**src/rtl/cfg_hdr_pkg.sv**
```systemverilog
package cfg_hdr_pkg;

   localparam int unsigned CFG_BYTES = 256;
   localparam int unsigned DW_COUNT  = CFG_BYTES / 4;
   localparam int unsigned IDX_W     = $clog2(DW_COUNT);
   localparam int unsigned NUM_BARS  = 6;
   localparam int unsigned SZ_W      = 6;

   localparam logic [IDX_W-1:0] IX_IDENT  = IDX_W'(0);
   localparam logic [IDX_W-1:0] IX_CMDSTS = IDX_W'(1);
   localparam logic [IDX_W-1:0] IX_CLASS  = IDX_W'(2);
   localparam logic [IDX_W-1:0] IX_HDR    = IDX_W'(3);
   localparam logic [IDX_W-1:0] IX_BAR0   = IDX_W'(4);
   localparam logic [IDX_W-1:0] IX_ROM    = IDX_W'(12);
   localparam logic [IDX_W-1:0] IX_INTR   = IDX_W'(15);

   localparam logic [15:0] CMD_STORE_MASK = 16'h036B;
   localparam int unsigned ROM_MIN_LOG2   = 15;
   localparam int unsigned EVT_LSB        = 27;
   localparam int unsigned NUM_EVT        = 3;

   function automatic logic [31:0] lane_mask(input logic [3:0] be);
      logic [31:0] m;
      for (int i = 0; i < 4; i++) m[i*8 +: 8] = {8{be[i]}};
      return m;
   endfunction

endpackage

```
**src/rtl/cfg_bar_slot.sv**
```systemverilog
module cfg_bar_slot #(
   parameter int unsigned SIZE_LOG2 = 12,
   parameter bit          IS_IO     = 1'b0,
   parameter bit          PREFETCH  = 1'b0,
   parameter logic [1:0]  LOC_TYPE  = 2'b00
) (
   input  logic        clk,
   input  logic        rst_n,
   input  logic        wr_en,
   input  logic [3:0]  be,
   input  logic [31:0] wdata,
   output logic [31:0] rd_value,
   output logic [31:0] base_addr
);

   initial begin
      assert (SIZE_LOG2 == 0 || (SIZE_LOG2 >= 4 && SIZE_LOG2 <= 31))
         else $error("cfg_bar_slot: region size exponent out of range");
   end

   if (SIZE_LOG2 == 0) begin : g_absent
      logic unused_bar;
      assign unused_bar = ^{clk, rst_n, wr_en, be, wdata};
      assign rd_value   = '0;
      assign base_addr  = '0;
   end else begin : g_present
      localparam int unsigned AW = 32 - SIZE_LOG2;
      localparam logic [3:0]  ATTR = IS_IO ? 4'b0001 : {PREFETCH, LOC_TYPE, 1'b0};

      logic [AW-1:0] addr_q;
      logic [31:0]   cur;
      logic [31:0]   bmask;
      logic [31:0]   merged;
      logic          unused_low;

      assign cur        = {addr_q, {SIZE_LOG2{1'b0}}};
      assign bmask      = cfg_hdr_pkg::lane_mask(be);
      assign merged     = (wdata & bmask) | (cur & ~bmask);
      assign unused_low = ^merged[SIZE_LOG2-1:0];

      always_ff @(posedge clk or negedge rst_n) begin
         if (!rst_n)     addr_q <= '0;
         else if (wr_en) addr_q <= merged[31:SIZE_LOG2];
      end

      assign rd_value  = cur | {28'b0, ATTR};
      assign base_addr = cur;


      bar_hold_chk: assert property (@(posedge clk) disable iff (!rst_n)
         !wr_en |=> $stable(base_addr));


      bar_lane3_keep_chk: assert property (@(posedge clk) disable iff (!rst_n)
         (wr_en && !be[3]) |=> $stable(base_addr[31:24]));
   end

endmodule

```
**src/rtl/cfg_rom_slot.sv**
```systemverilog
module cfg_rom_slot #(
   parameter int unsigned SIZE_CODE = 0
) (
   input  logic        clk,
   input  logic        rst_n,
   input  logic        wr_en,
   input  logic [3:0]  be,
   input  logic [31:0] wdata,
   output logic [31:0] rd_value,
   output logic [31:0] base_addr,
   output logic        decode_en
);

   localparam int unsigned LOW = cfg_hdr_pkg::ROM_MIN_LOG2 + SIZE_CODE;
   localparam int unsigned AW  = 32 - LOW;

   initial begin
      assert (SIZE_CODE <= 3) else $error("cfg_rom_slot: size code must be 0..3");
   end

   logic [AW-1:0] addr_q;
   logic          en_q;
   logic [31:0]   cur;
   logic [31:0]   bmask;
   logic [31:0]   merged;
   logic          unused_low;

   assign cur        = {addr_q, {LOW{1'b0}}};
   assign bmask      = cfg_hdr_pkg::lane_mask(be);
   assign merged     = (wdata & bmask) | (cur & ~bmask);
   assign unused_low = ^merged[LOW-1:0];

   always_ff @(posedge clk or negedge rst_n) begin
      if (!rst_n) begin
         addr_q <= '0;
         en_q   <= 1'b0;
      end else if (wr_en) begin
         addr_q <= merged[31:LOW];
         if (be[0]) en_q <= wdata[0];
      end
   end

   assign rd_value  = cur | (32'(SIZE_CODE) << 11) | {31'b0, en_q};
   assign base_addr = cur;
   assign decode_en = en_q;


   rom_en_source_chk: assert property (@(posedge clk) disable iff (!rst_n)
      $rose(decode_en) |-> $past(wr_en && be[0] && wdata[0]));


   rom_hold_chk: assert property (@(posedge clk) disable iff (!rst_n)
      !wr_en |=> ($stable(base_addr) && $stable(decode_en)));

endmodule

```
**src/rtl/cfg_cmd_status.sv**
```systemverilog
module cfg_cmd_status #(
   parameter bit         FAST_B2B   = 1'b0,
   parameter logic [1:0] SEL_TIMING = 2'd0
) (
   input  logic        clk,
   input  logic        rst_n,
   input  logic        wr_en,
   input  logic [3:0]  be,
   input  logic [31:0] wdata,
   input  logic [cfg_hdr_pkg::NUM_EVT-1:0] events,
   output logic [31:0] rd_value,
   output logic [15:0] cmd
);
   import cfg_hdr_pkg::*;

   initial begin
      assert (SEL_TIMING != 2'd3) else $error("cfg_cmd_status: select timing code 3 is reserved");
   end

   logic [15:0]        cmd_q;
   logic [NUM_EVT-1:0] evt_q;
   logic [31:0]        bmask;
   logic [15:0]        cmd_wr;
   logic [NUM_EVT-1:0] clr;
   logic [15:0]        sts;
   logic               unused_wd;

   assign bmask  = lane_mask(be);
   assign cmd_wr = bmask[15:0] & CMD_STORE_MASK;
   assign clr    = (wr_en && be[3]) ? wdata[EVT_LSB +: NUM_EVT] : '0;
   assign unused_wd = ^{wdata[31:EVT_LSB+NUM_EVT], wdata[EVT_LSB-1:16], be[2]};

   always_ff @(posedge clk or negedge rst_n) begin
      if (!rst_n) begin
         cmd_q <= '0;
         evt_q <= '0;
      end else begin
         if (wr_en) cmd_q <= (cmd_q & ~cmd_wr) | (wdata[15:0] & cmd_wr);
         evt_q <= events | (evt_q & ~clr);
      end
   end

   assign sts      = {2'b00, evt_q, SEL_TIMING, 1'b0, FAST_B2B, 7'b0};
   assign rd_value = {sts, cmd_q};
   assign cmd      = cmd_q;

   for (genvar e = 0; e < NUM_EVT; e++) begin : g_evt_chk

      evt_set_chk: assert property (@(posedge clk) disable iff (!rst_n)
         events[e] |=> evt_q[e]);

      evt_clear_chk: assert property (@(posedge clk) disable iff (!rst_n)
         (wr_en && be[3] && wdata[EVT_LSB+e] && !events[e]) |=> !evt_q[e]);

      evt_keep_chk: assert property (@(posedge clk) disable iff (!rst_n)
         (evt_q[e] && !(wr_en && be[3] && wdata[EVT_LSB+e])) |=> evt_q[e]);
   end


   cmd_hold_chk: assert property (@(posedge clk) disable iff (!rst_n)
      !wr_en |=> $stable(cmd));

endmodule

```
**src/rtl/cfg_hdr_regfile.sv**
```systemverilog
module cfg_hdr_regfile #(
   parameter logic [15:0] VENDOR_ID     = 16'h1D0F,
   parameter logic [15:0] DEVICE_ID     = 16'h7A31,
   parameter logic [7:0]  REVISION_ID   = 8'h05,
   parameter logic [23:0] CLASS_CODE    = 24'h118000,
   parameter logic [7:0]  HEADER_TYPE   = 8'h00,
   parameter logic [7:0]  INT_PIN       = 8'h01,
   parameter logic [7:0]  MIN_GRANT     = 8'h04,
   parameter logic [7:0]  MAX_LATENCY   = 8'h10,
   parameter bit          FAST_B2B      = 1'b1,
   parameter logic [1:0]  SEL_TIMING    = 2'd1,
   parameter logic [35:0] BAR_SIZES     = {6'd16, 6'd0, 6'd20, 6'd0, 6'd8, 6'd12},
   parameter logic [5:0]  BAR_IO        = 6'b000010,
   parameter logic [5:0]  BAR_PREF      = 6'b000001,
   parameter logic [11:0] BAR_LOC       = 12'h000,
   parameter int unsigned ROM_SIZE_CODE = 1
) (
   input  logic         clk,
   input  logic         rst_n,
   input  logic         req_valid,
   input  logic         req_write,
   input  logic [5:0]   req_index,
   input  logic [3:0]   req_be,
   input  logic [31:0]  req_wdata,
   output logic         rsp_valid,
   output logic [31:0]  rsp_rdata,
   input  logic         ev_tabort_sent,
   input  logic         ev_tabort_rcvd,
   input  logic         ev_mabort,
   output logic         io_space_en,
   output logic         mem_space_en,
   output logic         parity_resp_en,
   output logic         serr_en,
   output logic         rom_decode_en,
   output logic [31:0]  rom_base_addr,
   output logic [191:0] bar_base_flat
);
   import cfg_hdr_pkg::*;

   initial begin
      assert (VENDOR_ID != 16'hFFFF) else $error("cfg_hdr_regfile: vendor id FFFFh is reserved");
      assert (DEVICE_ID != 16'hFFFF) else $error("cfg_hdr_regfile: device id FFFFh is reserved");
      assert (IDX_W == 6) else $error("cfg_hdr_regfile: index width mismatch");
   end

   logic        wr_acc;
   logic        rd_acc;
   logic [31:0] cs_rd;
   logic [15:0] cmd;
   logic [31:0] rom_rd;
   logic [31:0] bar_rd   [NUM_BARS];
   logic [31:0] bar_base [NUM_BARS];
   logic [NUM_BARS-1:0] bar_sel;
   logic [7:0]  line_q;
   logic [31:0] rd_mux;
   logic        unused_cmd;

   assign wr_acc = req_valid &&  req_write;
   assign rd_acc = req_valid && !req_write;

   cfg_cmd_status #(
      .FAST_B2B   (FAST_B2B),
      .SEL_TIMING (SEL_TIMING)
   ) cmdsts_i (
      .clk      (clk),
      .rst_n    (rst_n),
      .wr_en    (wr_acc && req_index == IX_CMDSTS),
      .be       (req_be),
      .wdata    (req_wdata),
      .events   ({ev_mabort, ev_tabort_rcvd, ev_tabort_sent}),
      .rd_value (cs_rd),
      .cmd      (cmd)
   );

   assign io_space_en    = cmd[0];
   assign mem_space_en   = cmd[1];
   assign parity_resp_en = cmd[6];
   assign serr_en        = cmd[8];
   assign unused_cmd     = ^{cmd[15:9], cmd[7], cmd[5:2]};

   for (genvar b = 0; b < NUM_BARS; b++) begin : g_bar
      assign bar_sel[b] = (req_index == IX_BAR0 + IDX_W'(b));
      cfg_bar_slot #(
         .SIZE_LOG2 (int'(BAR_SIZES[b*SZ_W +: SZ_W])),
         .IS_IO     (BAR_IO[b]),
         .PREFETCH  (BAR_PREF[b]),
         .LOC_TYPE  (BAR_LOC[b*2 +: 2])
      ) bar_i (
         .clk       (clk),
         .rst_n     (rst_n),
         .wr_en     (wr_acc && bar_sel[b]),
         .be        (req_be),
         .wdata     (req_wdata),
         .rd_value  (bar_rd[b]),
         .base_addr (bar_base[b])
      );
      assign bar_base_flat[b*32 +: 32] = bar_base[b];
   end

   cfg_rom_slot #(
      .SIZE_CODE (ROM_SIZE_CODE)
   ) rom_i (
      .clk       (clk),
      .rst_n     (rst_n),
      .wr_en     (wr_acc && req_index == IX_ROM),
      .be        (req_be),
      .wdata     (req_wdata),
      .rd_value  (rom_rd),
      .base_addr (rom_base_addr),
      .decode_en (rom_decode_en)
   );

   always_ff @(posedge clk or negedge rst_n) begin
      if (!rst_n) line_q <= '0;
      else if (wr_acc && req_index == IX_INTR && req_be[0]) line_q <= req_wdata[7:0];
   end

   always_comb begin
      rd_mux = '0;
      unique case (req_index)
         IX_IDENT:  rd_mux = {DEVICE_ID, VENDOR_ID};
         IX_CMDSTS: rd_mux = cs_rd;
         IX_CLASS:  rd_mux = {CLASS_CODE, REVISION_ID};
         IX_HDR:    rd_mux = {8'h00, HEADER_TYPE, 16'h0000};
         IX_ROM:    rd_mux = rom_rd;
         IX_INTR:   rd_mux = {MAX_LATENCY, MIN_GRANT, INT_PIN, line_q};
         default: begin
            for (int b = 0; b < NUM_BARS; b++)
               if (bar_sel[b]) rd_mux = bar_rd[b];
         end
      endcase
   end

   always_ff @(posedge clk or negedge rst_n) begin
      if (!rst_n) begin
         rsp_valid <= 1'b0;
         rsp_rdata <= '0;
      end else begin
         rsp_valid <= rd_acc;
         if (rd_acc) rsp_rdata <= rd_mux;
      end
   end


   rsp_follow_chk: assert property (@(posedge clk) disable iff (!rst_n)
      rd_acc |=> rsp_valid);


   rsp_quiet_chk: assert property (@(posedge clk) disable iff (!rst_n)
      !rd_acc |=> !rsp_valid);


   reserved_ignore_chk: assert property (@(posedge clk) disable iff (!rst_n)
      (wr_acc && req_index > IX_INTR) |=>
         ($stable(rom_base_addr) && $stable(bar_base_flat) && $stable(io_space_en)
          && $stable(mem_space_en)));


   line_hold_chk: assert property (@(posedge clk) disable iff (!rst_n)
      !(wr_acc && req_index == IX_INTR) |=> $stable(line_q));

endmodule

```
**config.mk**
```make
export PLATFORM = sky130hd
export DESIGN_NAME = cfg_hdr_regfile
export DESIGN_NICKNAME = d
export VERILOG_FILES = /design/src/rtl/cfg_hdr_pkg.sv /design/src/rtl/cfg_bar_slot.sv /design/src/rtl/cfg_rom_slot.sv /design/src/rtl/cfg_cmd_status.sv /design/src/rtl/cfg_hdr_regfile.sv
export SDC_FILE = /design/constraint.sdc
export NUM_CORES = 1
export LEC_CHECK = 0
export BUFFER_PORTS_ARGS = -buffer_cell sky130_fd_sc_hd__buf_2
export CORE_UTILIZATION = 53
export DETAILED_ROUTE_END_ITERATION = 16
export PLACE_DENSITY = 0.93
export SLEW_MARGIN = 15
export SYNTH_ARGS = -nofsm -noshare
export SYNTH_HDL_FRONTEND = slang
export SYNTH_HIERARCHICAL = 1
export SYNTH_SLANG_ARGS = --single-unit
```
**constraint.sdc**
```tcl
create_clock -name clk -period 1.8 [get_ports clk]
set_input_delay 0.18 -clock clk [delete_from_list [all_inputs] [get_ports clk]]
set_output_delay 0.18 -clock clk [all_outputs]
set_load 0.005 [all_outputs]
```
After elaboration in Yosys (flattened, before gate mapping)
Cells that the tools add are included.
{"block": "totals", "input_bits": 49, "ff_bits": 149, "out_inout_bits": 262}
{"block": "classes", "bitwise_logic": 20, "muxes": 8, "reduce_logical": 14, "n_eq_ne": 11}
{"operator": "$and 32x32->32", "count": 6}
{"operator": "$mux 32", "count": 6}
{"operator": "$pmux 32 s6", "count": 1}
{"operator": "$or 32x32->32", "count": 5}
{"operator": "$not 32->32", "count": 1}
{"operator": "$or 32x1->32", "count": 1}
{"operator": "$eq 6x3->1 const B", "count": 4}
{"operator": "$eq 6x4->1 const B", "count": 4}
{"operator": "$and 16x10->16", "count": 1}
{"operator": "$and 16x16->16", "count": 1}
{"operator": "$not 10->16", "count": 1}
{"operator": "$or 16x16->16", "count": 1}
{"operator": "$eq 6x2->1 const B", "count": 2}
{"operator": "$logic_and 1x1->1", "count": 11}
{"operator": "$eq 6x1->1 const B", "count": 1}
{"operator": "$logic_not 6->1", "count": 1}
{"operator": "$and 3x3->3", "count": 1}
{"operator": "$mux 3", "count": 1}
{"operator": "$not 3->3", "count": 1}
{"operator": "$or 3x3->3", "count": 1}
{"operator": "$reduce_and 2->1", "count": 1}
{"operator": "$logic_not 1->1", "count": 1}

Depth between registers and ports, before layout
{"block": "depth", "ltp_word": 8, "depth_mapped": 8, "depth_no_buf": 6}

By module
The synthesis kept the hierarchy.
{"mod": "cfg_hdr_regfile", "area_per_inst_um2": 3674.8, "cells_each": 385, "n_inst": 1, "seq_area_each_um2": 1026.0}
{"mod": "cfg_bar_slot at g_bar[1].bar_i", "area_per_inst_um2": 1197.4, "cells_each": 93, "n_inst": 1, "seq_area_each_um2": 600.6}
{"mod": "cfg_bar_slot at g_bar[0].bar_i", "area_per_inst_um2": 1079.8, "cells_each": 89, "n_inst": 1, "seq_area_each_um2": 500.5}
{"mod": "cfg_rom_slot", "area_per_inst_um2": 1001.0, "cells_each": 87, "n_inst": 1, "seq_area_each_um2": 425.4}
{"mod": "cfg_bar_slot at g_bar[2].bar_i ...", "area_per_inst_um2": 484.2, "cells_each": 65, "n_inst": 2, "seq_area_each_um2": 0.0}
{"mod": "cfg_bar_slot at g_bar[5].bar_i", "area_per_inst_um2": 957.2, "cells_each": 83, "n_inst": 1, "seq_area_each_um2": 400.4}
{"mod": "cfg_bar_slot at g_bar[3].bar_i", "area_per_inst_um2": 839.6, "cells_each": 79, "n_inst": 1, "seq_area_each_um2": 300.3}
{"mod": "cfg_cmd_status", "area_per_inst_um2": 695.7, "cells_each": 65, "n_inst": 1, "seq_area_each_um2": 250.2}

Worst setup path before layout
OpenSTA, ideal clock, no wires.
{"block": "synth_timing", "path_type": "input port to flip-flop", "start": "input req_index[3]", "end": "register (tool-made name)", "arrival_time_ns": 1.954, "required_time_ns": 1.675, "setup_ns": 0.125, "path_buffers": 3, "cell_stages": 8, "setup_slack_ns": -0.279, "path_cell_list": "buf_2 nor4b_2 buf_2 buf_2 nand3_1 nor2_1 nand2_2 mux2_2"}
{"item": "start, declared", "line": "cfg_hdr_regfile.sv:22", "rtl": "input logic [5:0] req_index,"}

==> impl_metrics.toml <==
[run_status]
status = "completed"

[cts]
cts_sinks = 140
root_buffer = "clkbuf_16"
htreeDepth = 4
ctsResizeCount = 0
ctsHoldBuffers = 16
clk_latency_ns = 0.43
tritoncts = "done"
postCtsSetupBuffers = 0
clockBufferDepth = 2
cts-buffers-inserted = 17
clkTransAtPathRegs_ns = 0.06

[sta]
fin_skew_ns = 0.00591
worst_slew_pin_slew_ns = 0.801
hold_viol_final = 0
setup-violations-final = 0
rsz0062_at_grt = "no"
layout_worst_path_cycle_share = 0.878
fmax_ghz = 0.633
relSlewSlack = 0.464
setup_slack_ns = 0.220
period_needed_ns = 1.58
maxSlewViolCount = 0

[grt]
grt-ovfl-total = 0
grt_pass1_wl_mm = 40.1
grt_start_max_net_pins = 49
antenna_found_initial = 1
gr-usage-all-layers = 0.266
grt_pass1_vias = 7149

[critical_path]
cp-start-kind = "input pin"
required_ns = 2.11
path_depth = 7
critPathCaptureType = "register"
critPathMaxStageDelay_ns = 0.39
critPathBufInv = 3
crit_path_start = "req_index[0]"
worstPathCellList = "buf_2 -> buf_12 -> or2_2 -> nor3_1 -> buf_4 -> nand2_2 -> mux2_2"
cp.arrival_ns = 1.89
critPathMaxFanout = 14
r2r_cells = 4
regToRegEndpoint = "rsp_rdata[17]"
r2r_slack_ns = 0.24
slowest_stage = "nor3_1"
crit_family = "simple AND/OR/NAND/NOR gates"
setup.worst_path.class = "in -> reg"

[synth]
synthesis.area_um2 = 10300
syn_avg_cell_area_um2 = 10.3
synth_cells = 1000
yosys_warnings = 6

[route]
ant_nets = 0
routed_wl_mm = 25.9
vias = 7191
drcViolationCount = 0
drtIter0Drc = 584
viasPerCell = 5.14
firstDrtPassIters = 6
wl_per_cell_um = 18.5

[power]
total_power_w = 0.00819
p_per_area_nw_per_um2 = 758
ir_drop_uv = 842
leakage_nw = 5.70

[layout]
final_nets = 1174
area_growth_pct = 4.56
postLayoutCellArea_um2 = 10800
layout-drive-gt1-share = 0.372

[floorplan]
num_io_pins = 311
dieArea_um2 = 20100
fp.coreArea_um2 = 18900
die_x_um = 142
fp.dieH_um = 142
start_util = 0.547
fp-row-count = 50

[worst_hold_path]
holdCritPathClass = "in -> reg"

[placement]
portBuffers = 174
gp_congestion = 0.986
dp_hpwl_mm = 19.2
place_ws_ns = -0.177
place_area_um2 = 10100

[run]
drv_cap = 0
-- cell type report --
cell class / instances / area, µm²
repair buffers: 255 / 1630
diodes: 1 / 2.50
multi-input cells: 707 / 4760
clock buffers: 19 / 433
inverters: 4 / 15.0
well taps: 260 / 325
clock inverters: 13 / 144
fillers: 1523 / 8080
flip-flops and latches: 140 / 3500
-- power by group --
group          total, W  switching (W)  internal [W]
Combinational   0.00124       0.000692      0.000550
Clock           0.00345        0.00141       0.00205
Sequential      0.00350       0.000146       0.00335
-- worst register-to-register path, cell delays in order (launching register included) --
cell and delay, ns:
dfrtp_1 0.40, mux4_2 0.47, a221o_1 0.31, a21oi_1 0.17
o31ai_1 0.09
-- worst min path at each step --
stage | from | cells past startpoint | end
finish | req_wdata[13] | 2 | register
detailed placement | rst_n | 1 | async pin
floorplan | rst_n | 0 | async pin
CTS | req_wdata[9] | 2 | register
global route | req_wdata[13] | 2 | register
global placement | rst_n | 1 | async pin
-- routing by layer --
metal,global-route usage,wire length (µm),vias to the layer above
met3,0.0634,2360,91
met4,0.136,1100,0
met5,0,0,-
met2,0.448,12800,483
li1,-,-,3110
met1,0.317,9700,3507
-- layout by cell type, fill, tap and decap left out, drive strengths merged, types with 10 or more instances in the layout --
cell           n
dlygate4sd3   16
a21oi         22
nand2         39
a22oi         11
mux4          21
a221oi        30
nor2          26
buf          239
mux2         106
dfrtp        140
clkbuf        19
o21ai         37
conb         293
mux2i         11
a31oi         10
-- through the flow --
step                      utilization  cells  setup TNS (ns)  hold WS (ns)
after floorplan                     -   1281        -0.00258        -0.116
after global placement          0.533   1350           -7.41         0.150
after detailed placement        0.533   1350          -11.34         0.150
after CTS                       0.572   1398               0       0.00448
after global routing            0.572   1399               0        0.0120
final                           0.572   1399               0        0.0144
Power figures use the tool's default switching activity.
